<file path="src/rtl/uart_tx9.sv">
module uart_tx9 #(
  parameter int DATA_W = 8
) (
  input  logic              clk,
  input  logic              rst_n,
  input  logic              port_en,
  input  logic              tx_en,
  input  logic              nine_bit_en,
  input  logic              bit9_val,
  input  logic              irq_en,
  input  logic              tick,
  input  logic              wr_stb,
  input  logic [DATA_W-1:0] wr_data,
  output logic              txd,
  output logic              hold_empty,
  output logic              shift_empty,
  output logic              irq
);

  localparam int SH_W  = DATA_W + 2;
  localparam int CNT_W = $clog2(DATA_W + 4);
  localparam logic [CNT_W-1:0] LEN9 = CNT_W'(DATA_W + 3);
  localparam logic [CNT_W-1:0] LEN8 = CNT_W'(DATA_W + 2);
  localparam logic [CNT_W-1:0] ONE  = CNT_W'(1);

  logic [DATA_W-1:0] hold_q;
  logic              hold_full;
  logic [SH_W-1:0]   sh_q;
  logic [CNT_W-1:0]  cnt_q;
  logic              txd_q;

  wire active = port_en & tx_en;
  wire load   = active & tick & hold_full & (cnt_q <= ONE);

  always_ff @(posedge clk or negedge rst_n) begin
    if (!rst_n) begin
      hold_full <= 1'b0;
      hold_q    <= '0;
    end else begin
      if (load) hold_full <= 1'b0;
      if (wr_stb) begin
        hold_full <= 1'b1;
        hold_q    <= wr_data;
      end
    end
  end

  always_ff @(posedge clk or negedge rst_n) begin
    if (!rst_n) begin
      sh_q  <= '1;
      cnt_q <= '0;
      txd_q <= 1'b1;
    end else if (!active) begin
      cnt_q <= '0;
      txd_q <= 1'b1;
    end else if (load) begin
      txd_q <= 1'b0;
      sh_q  <= {1'b1, nine_bit_en ? bit9_val : 1'b1, hold_q};
      cnt_q <= nine_bit_en ? LEN9 : LEN8;
    end else if (tick && cnt_q > ONE) begin
      txd_q <= sh_q[0];
      sh_q  <= {1'b1, sh_q[SH_W-1:1]};
      cnt_q <= cnt_q - ONE;
    end else if (tick && cnt_q == ONE) begin
      cnt_q <= '0;
    end
  end

  assign txd         = txd_q;
  assign hold_empty  = ~hold_full;
  assign shift_empty = (cnt_q == '0);
  assign irq         = irq_en & hold_empty;


  idle_line_chk: assert property (@(posedge clk) disable iff (!rst_n)
    shift_empty |-> txd);


  load_on_tick_chk: assert property (@(posedge clk) disable iff (!rst_n)
    $fell(shift_empty) |-> $past(tick));


  hold_drain_chk: assert property (@(posedge clk) disable iff (!rst_n)
    $rose(hold_empty) |-> $past(tick) && !shift_empty);


  start_low_chk: assert property (@(posedge clk) disable iff (!rst_n)
    $fell(shift_empty) |-> !txd);


  wr_fill_chk: assert property (@(posedge clk) disable iff (!rst_n)
    wr_stb |=> !hold_empty);


  abort_chk: assert property (@(posedge clk) disable iff (!rst_n)
    !port_en |=> txd && shift_empty);


  tx_off_chk: assert property (@(posedge clk) disable iff (!rst_n)
    !tx_en |=> txd && shift_empty);

endmodule

</file>
<file path="config.mk">
export PLATFORM = sky130hd
export DESIGN_NAME = uart_tx9
export DESIGN_NICKNAME = d
export VERILOG_FILES = /design/src/rtl/uart_tx9.sv
export SDC_FILE = /design/constraint.sdc
export NUM_CORES = 1
export LEC_CHECK = 0
export ABC_CLOCK_PERIOD_IN_PS = 1910
export BUFFER_PORTS_ARGS = -buffer_cell sky130_fd_sc_hd__buf_2
export CAP_MARGIN = 20
export CORE_UTILIZATION = 35
export CTS_CLUSTER_SIZE = 10
export DETAILED_ROUTE_END_ITERATION = 8
export GPL_TIMING_DRIVEN = 0
export PLACE_DENSITY_LB_ADDON = 0.05
export SLEW_MARGIN = 5
export SYNTH_ARGS = -nofsm -noshare
export SYNTH_HDL_FRONTEND = slang
export SYNTH_SLANG_ARGS = --single-unit
</file>
<file path="constraint.sdc">
create_clock -name clk -period 1.91 [get_ports clk]
set_clock_uncertainty 0.2 [all_clocks]
set_input_delay 0.382 -clock clk [delete_from_list [all_inputs] [get_ports clk]]
set_output_delay 0.382 -clock clk [all_outputs]
set_load 0.02 [all_outputs]
</file>
==> results of run 1 <==
[cells in the mapped netlist (all sizes together)]
cell / count
nand3b: 2
a21oi: 1
dfstp: 10
inv: 6
a2bb2oi: 8
o21a: 1
a22o: 1
o31ai: 1
o22a: 1
o211ai: 1
a21boi: 1
o31a: 1
a31oi: 1
a41o: 1
nand3: 1
mux2i: 1
and2: 1
nor2: 3
mux2: 8
ha: 3
o2111ai: 1
a211oi: 2
dfrtp: 13
nor2b: 1
nand2: 4
buf: 3
a21o: 2
o22ai: 8
o21ai: 3
[sequential cells by signal, summed over array words and instances, names as in the netlist]
signal,cells
hold_full,1
hold_q,8
sh_q,9
txd,1
cnt_q,4
[what timing repair did]
item	in CTS	in global routing
endpoints found under the setup margin	1	10
pin swaps	0	2
resized for setup	1	3
hold endpoints to repair	13	0
hold buffers	1	0
buffers inserted	0	2
[how the worst min path moves through the flow]
stage                    start  slack [ns]  cells after the start        end
floorplan                rst_n       -0.11                      0   cnt_q[0]
global placement         rst_n        0.20                      1   cnt_q[1]
detailed placement       rst_n        0.19                      1   cnt_q[1]
CTS                 wr_data[2]        0.08                      2  hold_q[2]
global route        wr_data[0]        0.07                      2  hold_q[0]
finish              wr_data[2]        0.09                      2  hold_q[2]
[per-layer routing]
metal | vias up | track usage | share of wire
li1 | 391 | - | -
met1 | 420 | 0.2163 | 0.49
met2 | 17 | 0.2451 | 0.47
met3 | 2 | 0.01978 | 0.027
met4 | 0 | 0.07143 | 0.0083
met5 | - | 0 | 0
[cell type report]
cell class / count / share of cell area
timing repair buffer: 22 / 0.09387
sequential: 23 / 0.4368
inverter: 6 / 0.01673
tap: 44 / 0.04089
multi-input combinational: 58 / 0.3755
clock inverter: 1 / 0.003717
buffer: 3 / 0.01580
clock buffer: 3 / 0.01673
[through the flow]
step | hold slack [ns] | instance area, um^2 | instances | worst slack, ns
detailed placement | 0.1917 | 1279 | 153 | 0.02098
finish | 0.09370 | 1346 | 160 | 0.07599
CTS | 0.07771 | 1325 | 158 | 0.01159
global route | 0.06695 | 1346 | 160 | 0.001417
floorplan | -0.1136 | 1129 | 90 | 0.2721
global placement | 0.1962 | 1279 | 153 | 0.06920
[power by group]
part	leakage (nW)	switching (mW)	total, mW	internal [mW]
clock network	0.0177	0.145	0.224	0.0782
registers	0.263	0.0424	0.636	0.594
logic	0.313	0.131	0.267	0.136
total	0.594	0.319	1.13	0.808
[cells by family after synthesis]
logic type | after synthesis
AO/OA/AOI/OAI | 34
adder cells (fa/ha/maj) | 3
buffers and inverters | 9
flip-flops | 23
multiplexers | 9
AND/OR/NAND/NOR | 12
[worst max-delay path, stage by stage (launching register included)]
cell     delay [ns]
dfrtp_1        0.40
inv_2          0.07
ha_1           0.18
and2_2         0.17
buf_6          0.12
==> summary.md, run 1 <==
| Metric | Value |
|---|---|
| Outcome | completed |
| Fillcell total | ~310 |
| Final Hold Vio Count | 0 |
| Yosys top cell by area | dfrtp_1 |
| Commonest non-fill, non-tap cell in the layout | buf_2 |
| WL per Instance | between 10 and 15 um |
| RSZ-0062 raised after global routing | no |
| Antenna cells | 0 |
| DRT Wirelength | about 2.3 mm |
| Max IR drop VDD | 0.0004020 V |
| Routability-driven placement congestion ratio | around 0.74 |
| Die Area | between 3000 and 4000 um^2 |
| Initial Utilization | 0.3697 |
| Pleak | between 0.5 and 0.6 nW |
| GRT overflow | 0 |
| DRT Pass-1 Iters | 4 |
| Skew-Pair Late Insertion Delay | just over 0.3 ns |
| Largest family of logic cells by synthesized area | compound AO/OA/AOI/OAI gates |
| H-tree depth | 1 |
| DIE HEIGHT | 58.79 um |
| Post-synthesis xor/xnor area fraction | 0 |
| Crit path to | shift_empty |
| Ports | 21 |
| Crit path required time | approximately 1.3 ns |
| Post-synth cell types | 34 |
| Critical path type | reg -> out |
| ANT nets after route | 0 |
| CTS Buf Count | 3 |
| Highest clock rate | between 500 and 600 MHz |
| Worst-case clock buffer depth | 2 |
| First-pass GRT wire length | roughly 4.0 mm |
| CTS tree | built |
| Worst path arrival time | between 1 and 1.5 ns |
| FP Rows | 20 |
| Drc violations | 0 |
| Final Total Pwr | 1.127 mW |
| CP Launch Type | flip-flop |
| Final Setup Violations | 0 |
| DP HPWL | 1.552 mm |
| GRT Total Usage | 0.1565 |
| Vias per std cell | approximately 5.2 |
| Minimum clock period | approximately 1.8 ns |
| Type of the worst min-delay path | in -> reg |
| Ratio of cells with drive above 1 in the final layout | 0.5000 |
| Clk pin slew, worst setup/hold paths | approximately 0.12 ns |
| Post-synth top area share | 0.2882 |
| Complex-gate fraction of the synthesized area | 0.2494 |
| Flops & latches, synth | 23 |
| R2R Path Start | cnt_q[1] |
| Crit end category | primary output |
| Multiplexer area fraction after synthesis | 0.08869 |
| Synth Area in Adders | 0.03326 |
| IO buf count | 19 |
| Vias in the first global route | 820 |
| Root buffer cell | clkbuf_4 |
| Worst-margin pin slew | approximately 0.52 ns |
| Max Cap Viol | 0 |
| Antenna violations before repair | 0 |
| Final Max Slew Viols | 0 |
| Post-Syn Area | around 1100 um^2 |
| Worst R2R Path Depth | 6 |
| TNS Setup | 0 ns |
| Post-Syn Nets | 110 |
| Pwr dens | about 840 nW/um^2 |
| Area contributors post-synth | dfrtp_1 29%, dfstp_2 23%, mux2_2 8.0% |
| CP Max Fanout | 4 |
| Reg2reg end | sh_q[3] |
| Gate Count Post-Synth | 90 |
| Iteration-0 DRC Markers | 22 |
| Rel. slew slack | 0.6511 |
| Vias after detailed routing | 830 |
| Die X | 58.79 um |
| Period utilization | 0.9602 |
| R2r setup slk | 0.15 ns |
| Final Util | 0.4410 |
| Core area | 3053 um^2 |
| Area grow syn2layout | 19.29% |
| Nets@finish | approximately 140 |
| Area of the multi-input gates | around 500 um^2 |
| Most frequent cells in the layout | 20 x buf_2, 13 x dfrtp_1, 10 x dfstp_2 |
| Register area | around 590 um^2 |
| Clock sink total | 23 |
| Synth Area in Simple Gates | 0.06874 |
| Largest net degree at the start of global routing | 24 |
| Yosys warnings | 0 |
| Avg Cell Area, Syn | ~13 um^2 |
| Sequential element share of the synthesized area | 0.5211 |
| Worst Setup SP | cnt_q[0] |
(Power assumes the default switching activity.)
==> run 2: changes to the inputs <==
PLACE_DENSITY_LB_ADDON = 0.25   (was 0.05)
==> summary.md, run 2 (synthesis gave the netlist of run 1 again) <==
| Metric | Value |
|---|---|
| Final Max Slew Viols | 0 |
| DRT Wirelength | around 2.3 mm |
| Biggest register | sh_q |
| WL per Instance | 13.93 um |
| Pwr dens | 830.5 nW/um^2 |
| Pleak | 0.6053 nW |
| Antenna violations before repair | 0 |
| Final Hold Vio Count | 0 |
| Pre-CTS setup slack | ~0.083 ns |
| CTS Buf Count | 3 |
| Antenna cells | 0 |
| Iteration-0 DRC Markers | 42 |
| Max Cap Viol | 0 |
| Clk pin slew, worst setup/hold paths | about 0.13 ns |
| Most frequent cells in the layout | 20 x buf_2, 13 x dfrtp_1, 10 x dfstp_2 |
| Ports | 21 |
| DP HPWL | approximately 1.5 mm |
| Final Setup Violations | 0 |
| Hold slack | about 0.080 ns |
| Crit end category | flip-flop |
| Final worst setup slack | just under 0.08 ns |
| H-tree depth | 1 |
| Die X | 58.79 um |
| Type of the worst min-delay path | in -> reg |
| Commonest non-fill, non-tap cell in the layout | buf_2 |
| CP Max Fanout | 5 |
| CP Launch Type | flip-flop |
| Nets@finish | 140 |
| DRT Pass-1 Iters | 3 |
| Worst-case clock buffer depth | 2 |
| Die Area | 3456 um^2 |
| IO buf count | 19 |
| GRT overflow | 0 |
| RSZ-0062 raised after global routing | no |
| Largest register FFs | 9 |
| Ratio of cells with drive above 1 in the final layout | 0.5126 |
| Initial Utilization | 0.3697 |
| Vias per std cell | 4.957 |
| Core area | between 3000 and 4000 um^2 |
| Critical path type | reg -> reg |
| Fin area | approximately 1400 um^2 |
| Vias after detailed routing | just over 800 |
| Vias in the first global route | about 800 |
| Root buffer cell | clkbuf_4 |
| GRT Total Usage | 0.1473 |
| Routability-driven placement congestion ratio | about 0.76 |
| Skew-Pair Late Insertion Delay | 0.32 ns |
| Drc violations | 0 |
| CTS tree | built |
| ANT nets after route | 0 |
| DIE HEIGHT | slightly below 60 um |
| TNS Setup | 0 ns |
| Area grow syn2layout | 21.18% |
| Outcome | completed |
| Period utilization | 0.9590 |
| Crit path required time | roughly 2.0 ns |
| Highest clock rate | about 550 MHz |
| Worst-margin pin slew | a little over 0.5 ns |
| Clock sink total | 23 |
| Largest regs | sh_q (9), hold_q (8), cnt_q (4) |
| Placed cell area | roughly 1300 um^2 |
| FP Rows | 20 |
| First-pass GRT wire length | 3.767 mm |
| Rel. slew slack | 0.6638 |
| Minimum clock period | approximately 1.8 ns |
| Worst path arrival time | 1.87 ns |
| Largest net degree at the start of global routing | 24 |
| Max IR drop VDD | between 0.0005 and 0.0006 V |
| Final Total Pwr | roughly 1.1 mW |
[run 2: metrics by stage]
step,util,instances
floorplan,-,90
global placement,0.4189,153
detailed placement,0.4189,153
CTS,0.4332,159
global route,0.4480,163
finish,0.4480,163
[run 2: final cells by class]
class,count,area (um^2)
Buffer,3,21.27
Timing Repair Buffer,25,148.9
Multi-Input combinational cell,58,505.5
Inverter,6,22.52
Sequential cell,23,588.1
Tap cell,44,55.05
Fill cell,323,1685
Clock buffer,4,26.28
[run 2: where the power goes]
| group | total (mW) | internal (mW) | switching (mW) |
|---|---|---|---|
| clock network | 0.229 | 0.0817 | 0.147 |
| registers | 0.636 | 0.594 | 0.0420 |
| logic | 0.271 | 0.142 | 0.130 |
| total | 1.14 | 0.817 | 0.319 |
[run 2: layer usage]
layer  vias to the layer above  share of wire  global-route usage
met2                        20           0.44              0.2240
li1                        400              -                   -
met4                         0          0.015             0.04082
met5                         -              0                   0
met1                       384           0.50              0.2011
met3                         4          0.045             0.04835
[run 2: path summary, 6_finish.rpt]
| check | slack, ns | to | depth (start not counted) | startpoint |
|---|---|---|---|---|
| min in group asynchronous | 0.34 | hold_q[7] | 2 | rst_n |
| worst max register to register | 0.08 | sh_q[5] | 6 | cnt_q[0] |
| worst min register to register | 0.28 | txd | 2 | txd |
| worst min-delay path | 0.08 | hold_q[7] | 2 | wr_data[7] |
| max in group asynchronous | 0.79 | sh_q[1] | 2 | rst_n |
| worst max-delay path | 0.08 | sh_q[5] | 6 | cnt_q[0] |
[run 2: critical path, cell delays in order, from the launching register on]
cell and delay [ns]:
dfrtp_1 0.41, buf_4 0.14, ha_1 0.26, o21a_4 0.27, a21boi_4 0.13, buf_4 0.16
a2bb2oi_1 0.17
[run 2: repair_timing]
| action | CTS | global route |
|---|---|---|
| hold endpoints to repair | 13 | 0 |
| setup buffers | 1 | 4 |
| gates resized for setup | 0 | 5 |
| endpoints found under the setup margin | 1 | 10 |
| pin swaps | 0 | 3 |
| cloned | 0 | 0 |
| hold buffers | 1 | 0 |
==> run 3: changes to the inputs <==
--- a/constraint.sdc
+++ b/constraint.sdc
@@ -3,3 +3,3 @@
 set_input_delay 0.382 -clock clk [delete_from_list [all_inputs] [get_ports clk]]
 set_output_delay 0.382 -clock clk [all_outputs]
-set_load 0.02 [all_outputs]
+set_load 0.005 [all_outputs]
==> summary.md, run 3 (synthesis gave the netlist of run 1 again) <==
| Metric | Value |
|---|---|
| Placed cell area | between 1000 and 1500 um^2 |
| Worst-case clock buffer depth | 2 |
| Antenna cells | 0 |
| Pleak | 0.5934 nW |
| Final Max Slew Viols | 0 |
| Routability-driven placement congestion ratio | 0.7606 |
| Die Area | around 3500 um^2 |
| Register area | 588.1 um^2 |
| Area of the multi-input gates | 505.5 um^2 |
| RSZ-0062 raised after global routing | no |
| GRT Total Usage | 0.1468 |
| Fin area | approximately 1300 um^2 |
| Worst-margin pin slew | 0.5049 ns |
| Commonest non-fill, non-tap cell in the layout | buf_2 |
| Buf+Inv Stages, Crit Path | 1 |
| Vias per std cell | 5.006 |
| Clock sink total | 23 |
| DIE HEIGHT | between 50 and 60 um |
| Clk pin slew, worst setup/hold paths | about 0.13 ns |
| TNS Setup | 0 ns |
| CTS tree | built |
| Highest clock rate | 543.2 MHz |
| Largest net degree at the start of global routing | 24 |
| DP HPWL | 1.516 mm |
| CTS Buf Count | 3 |
| Final Setup Violations | 0 |
| Critical path type | reg -> out |
| Pwr dens | a little over 800 nW/um^2 |
| Crit end category | primary output |
| FP Rows | 20 |
| Most frequent cells in the layout | 21 x buf_2, 13 x dfrtp_1, 10 x dfstp_2 |
| Area grow syn2layout | 19.29% |
| Skew-Pair Late Insertion Delay | 0.32 ns |
| CP Max Fanout | 5 |
| Period utilization | 0.9639 |
| Outcome | completed |
| DRT Pass-1 Iters | 3 |
| Final worst setup slack | roughly 0.069 ns |
| Largest register FFs | 9 |
| Critical path's top delay family | flip-flops |
| Crit path required time | between 1 and 1.5 ns |
| Pre-CTS setup slack | a little over 0.08 ns |
| CP max stage delay | about 0.46 ns |
| Max Cap Viol | 0 |
| Worst path cell trace | nor2_4 -> and2_2 -> buf_2 |
| IO buf count | 19 |
| Largest regs | sh_q (9), hold_q (8), cnt_q (4) |
| Critical-path top delay cell | dfrtp_1 |
| Core area | around 3100 um^2 |
| Rel. slew slack | 0.6634 |
| Worst path arrival time | 1.26 ns |
| WL per Instance | ~14 um |
| CP Launch Type | flip-flop |
| DRT Wirelength | 2.259 mm |
| Drc violations | 0 |
| GRT overflow | 0 |
| Final Hold Vio Count | 0 |
| Ratio of cells with drive above 1 in the final layout | 0.4957 |
| H-tree depth | 1 |
| Vias after detailed routing | roughly 810 |
| Ports | 21 |
| ANT nets after route | 0 |
| Vias in the first global route | roughly 800 |
| Max IR drop VDD | 0.0005688 V |
| Root buffer cell | clkbuf_4 |
| Type of the worst min-delay path | in -> reg |
| Fillcell total | approximately 330 |
| First-pass GRT wire length | 3.753 mm |
| Initial Utilization | 0.3697 |
| Nets@finish | roughly 140 |
| Antenna violations before repair | 0 |
| Biggest register | sh_q |
| Minimum clock period | between 1.5 and 2 ns |
| Iteration-0 DRC Markers | 31 |
| Die X | roughly 60 um |
-- run 3: cell types whose count changed in the layout (fill, tap and decap cells not counted), sizes merged --
cell | previous run | this run
buf | 27 | 25
-- run 3: power by group --
group | switching (mW) | leakage [nW] | internal [mW]
sequential | 0.0416 | 0.263 | 0.594
combinational | 0.121 | 0.316 | 0.134
clock | 0.146 | 0.0150 | 0.0818
-- run 3: final cells by class --
type | count | share of cell area
flip-flops and latches | 23 | 0.4368
multi-input cells | 58 | 0.3755
repair buffers | 23 | 0.09480
well taps | 44 | 0.04089
clock buffers | 4 | 0.01952
inverters | 6 | 0.01673
plain buffers | 3 | 0.01580
-- run 3: timing repair --
action,in CTS,in global routing
resized for setup,0,2
hold endpoints to repair,13,0
buffers inserted,0,3
endpoints found under the setup margin,0,10
hold buffers,1,0
-- run 3: through the flow --
| step | cells | hold WS, ns | util | total power, mW |
|---|---|---|---|---|
| floorplan | 90 | -0.1136 | - | 0.8144 |
| global placement | 153 | 0.1874 | 0.4189 | 0.8817 |
| detailed placement | 153 | 0.1849 | 0.4189 | 0.8899 |
| CTS | 158 | 0.07505 | 0.4307 | 1.127 |
| global route | 161 | 0.06060 | 0.4410 | 1.190 |
| finish | 161 | 0.08171 | 0.4410 | 1.118 |
-- run 3: worst paths after layout --
kind	start	to	slack, ns	cells past startpoint
worst min register to register	txd	txd	0.28	2
worst max register to register	cnt_q[0]	sh_q[5]	0.10	6
worst max-delay path	cnt_q[3]	shift_empty	0.07	3
worst min-delay path	wr_data[7]	hold_q[7]	0.08	2
min in group asynchronous	rst_n	hold_q[7]	0.34	2
max in group asynchronous	rst_n	sh_q[1]	0.79	2
-- run 3: worst reg2reg max path: cells and delay by family (launching register included) --
| kind | cells | cell delay [ns] |
|---|---|---|
| buffers and inverters | 2 | 0.30 |
| DFF | 1 | 0.40 |
| AOI/OAI and AO/OA | 3 | 0.57 |
| adders and majority gates | 1 | 0.26 |
-- run 3: layer usage --
layer / routed length [um] / track usage
met1: 1104 / 0.1997
met2: 1007 / 0.2240
met3: 102 / 0.04835
met4: 45 / 0.04082
met5: 0 / 0
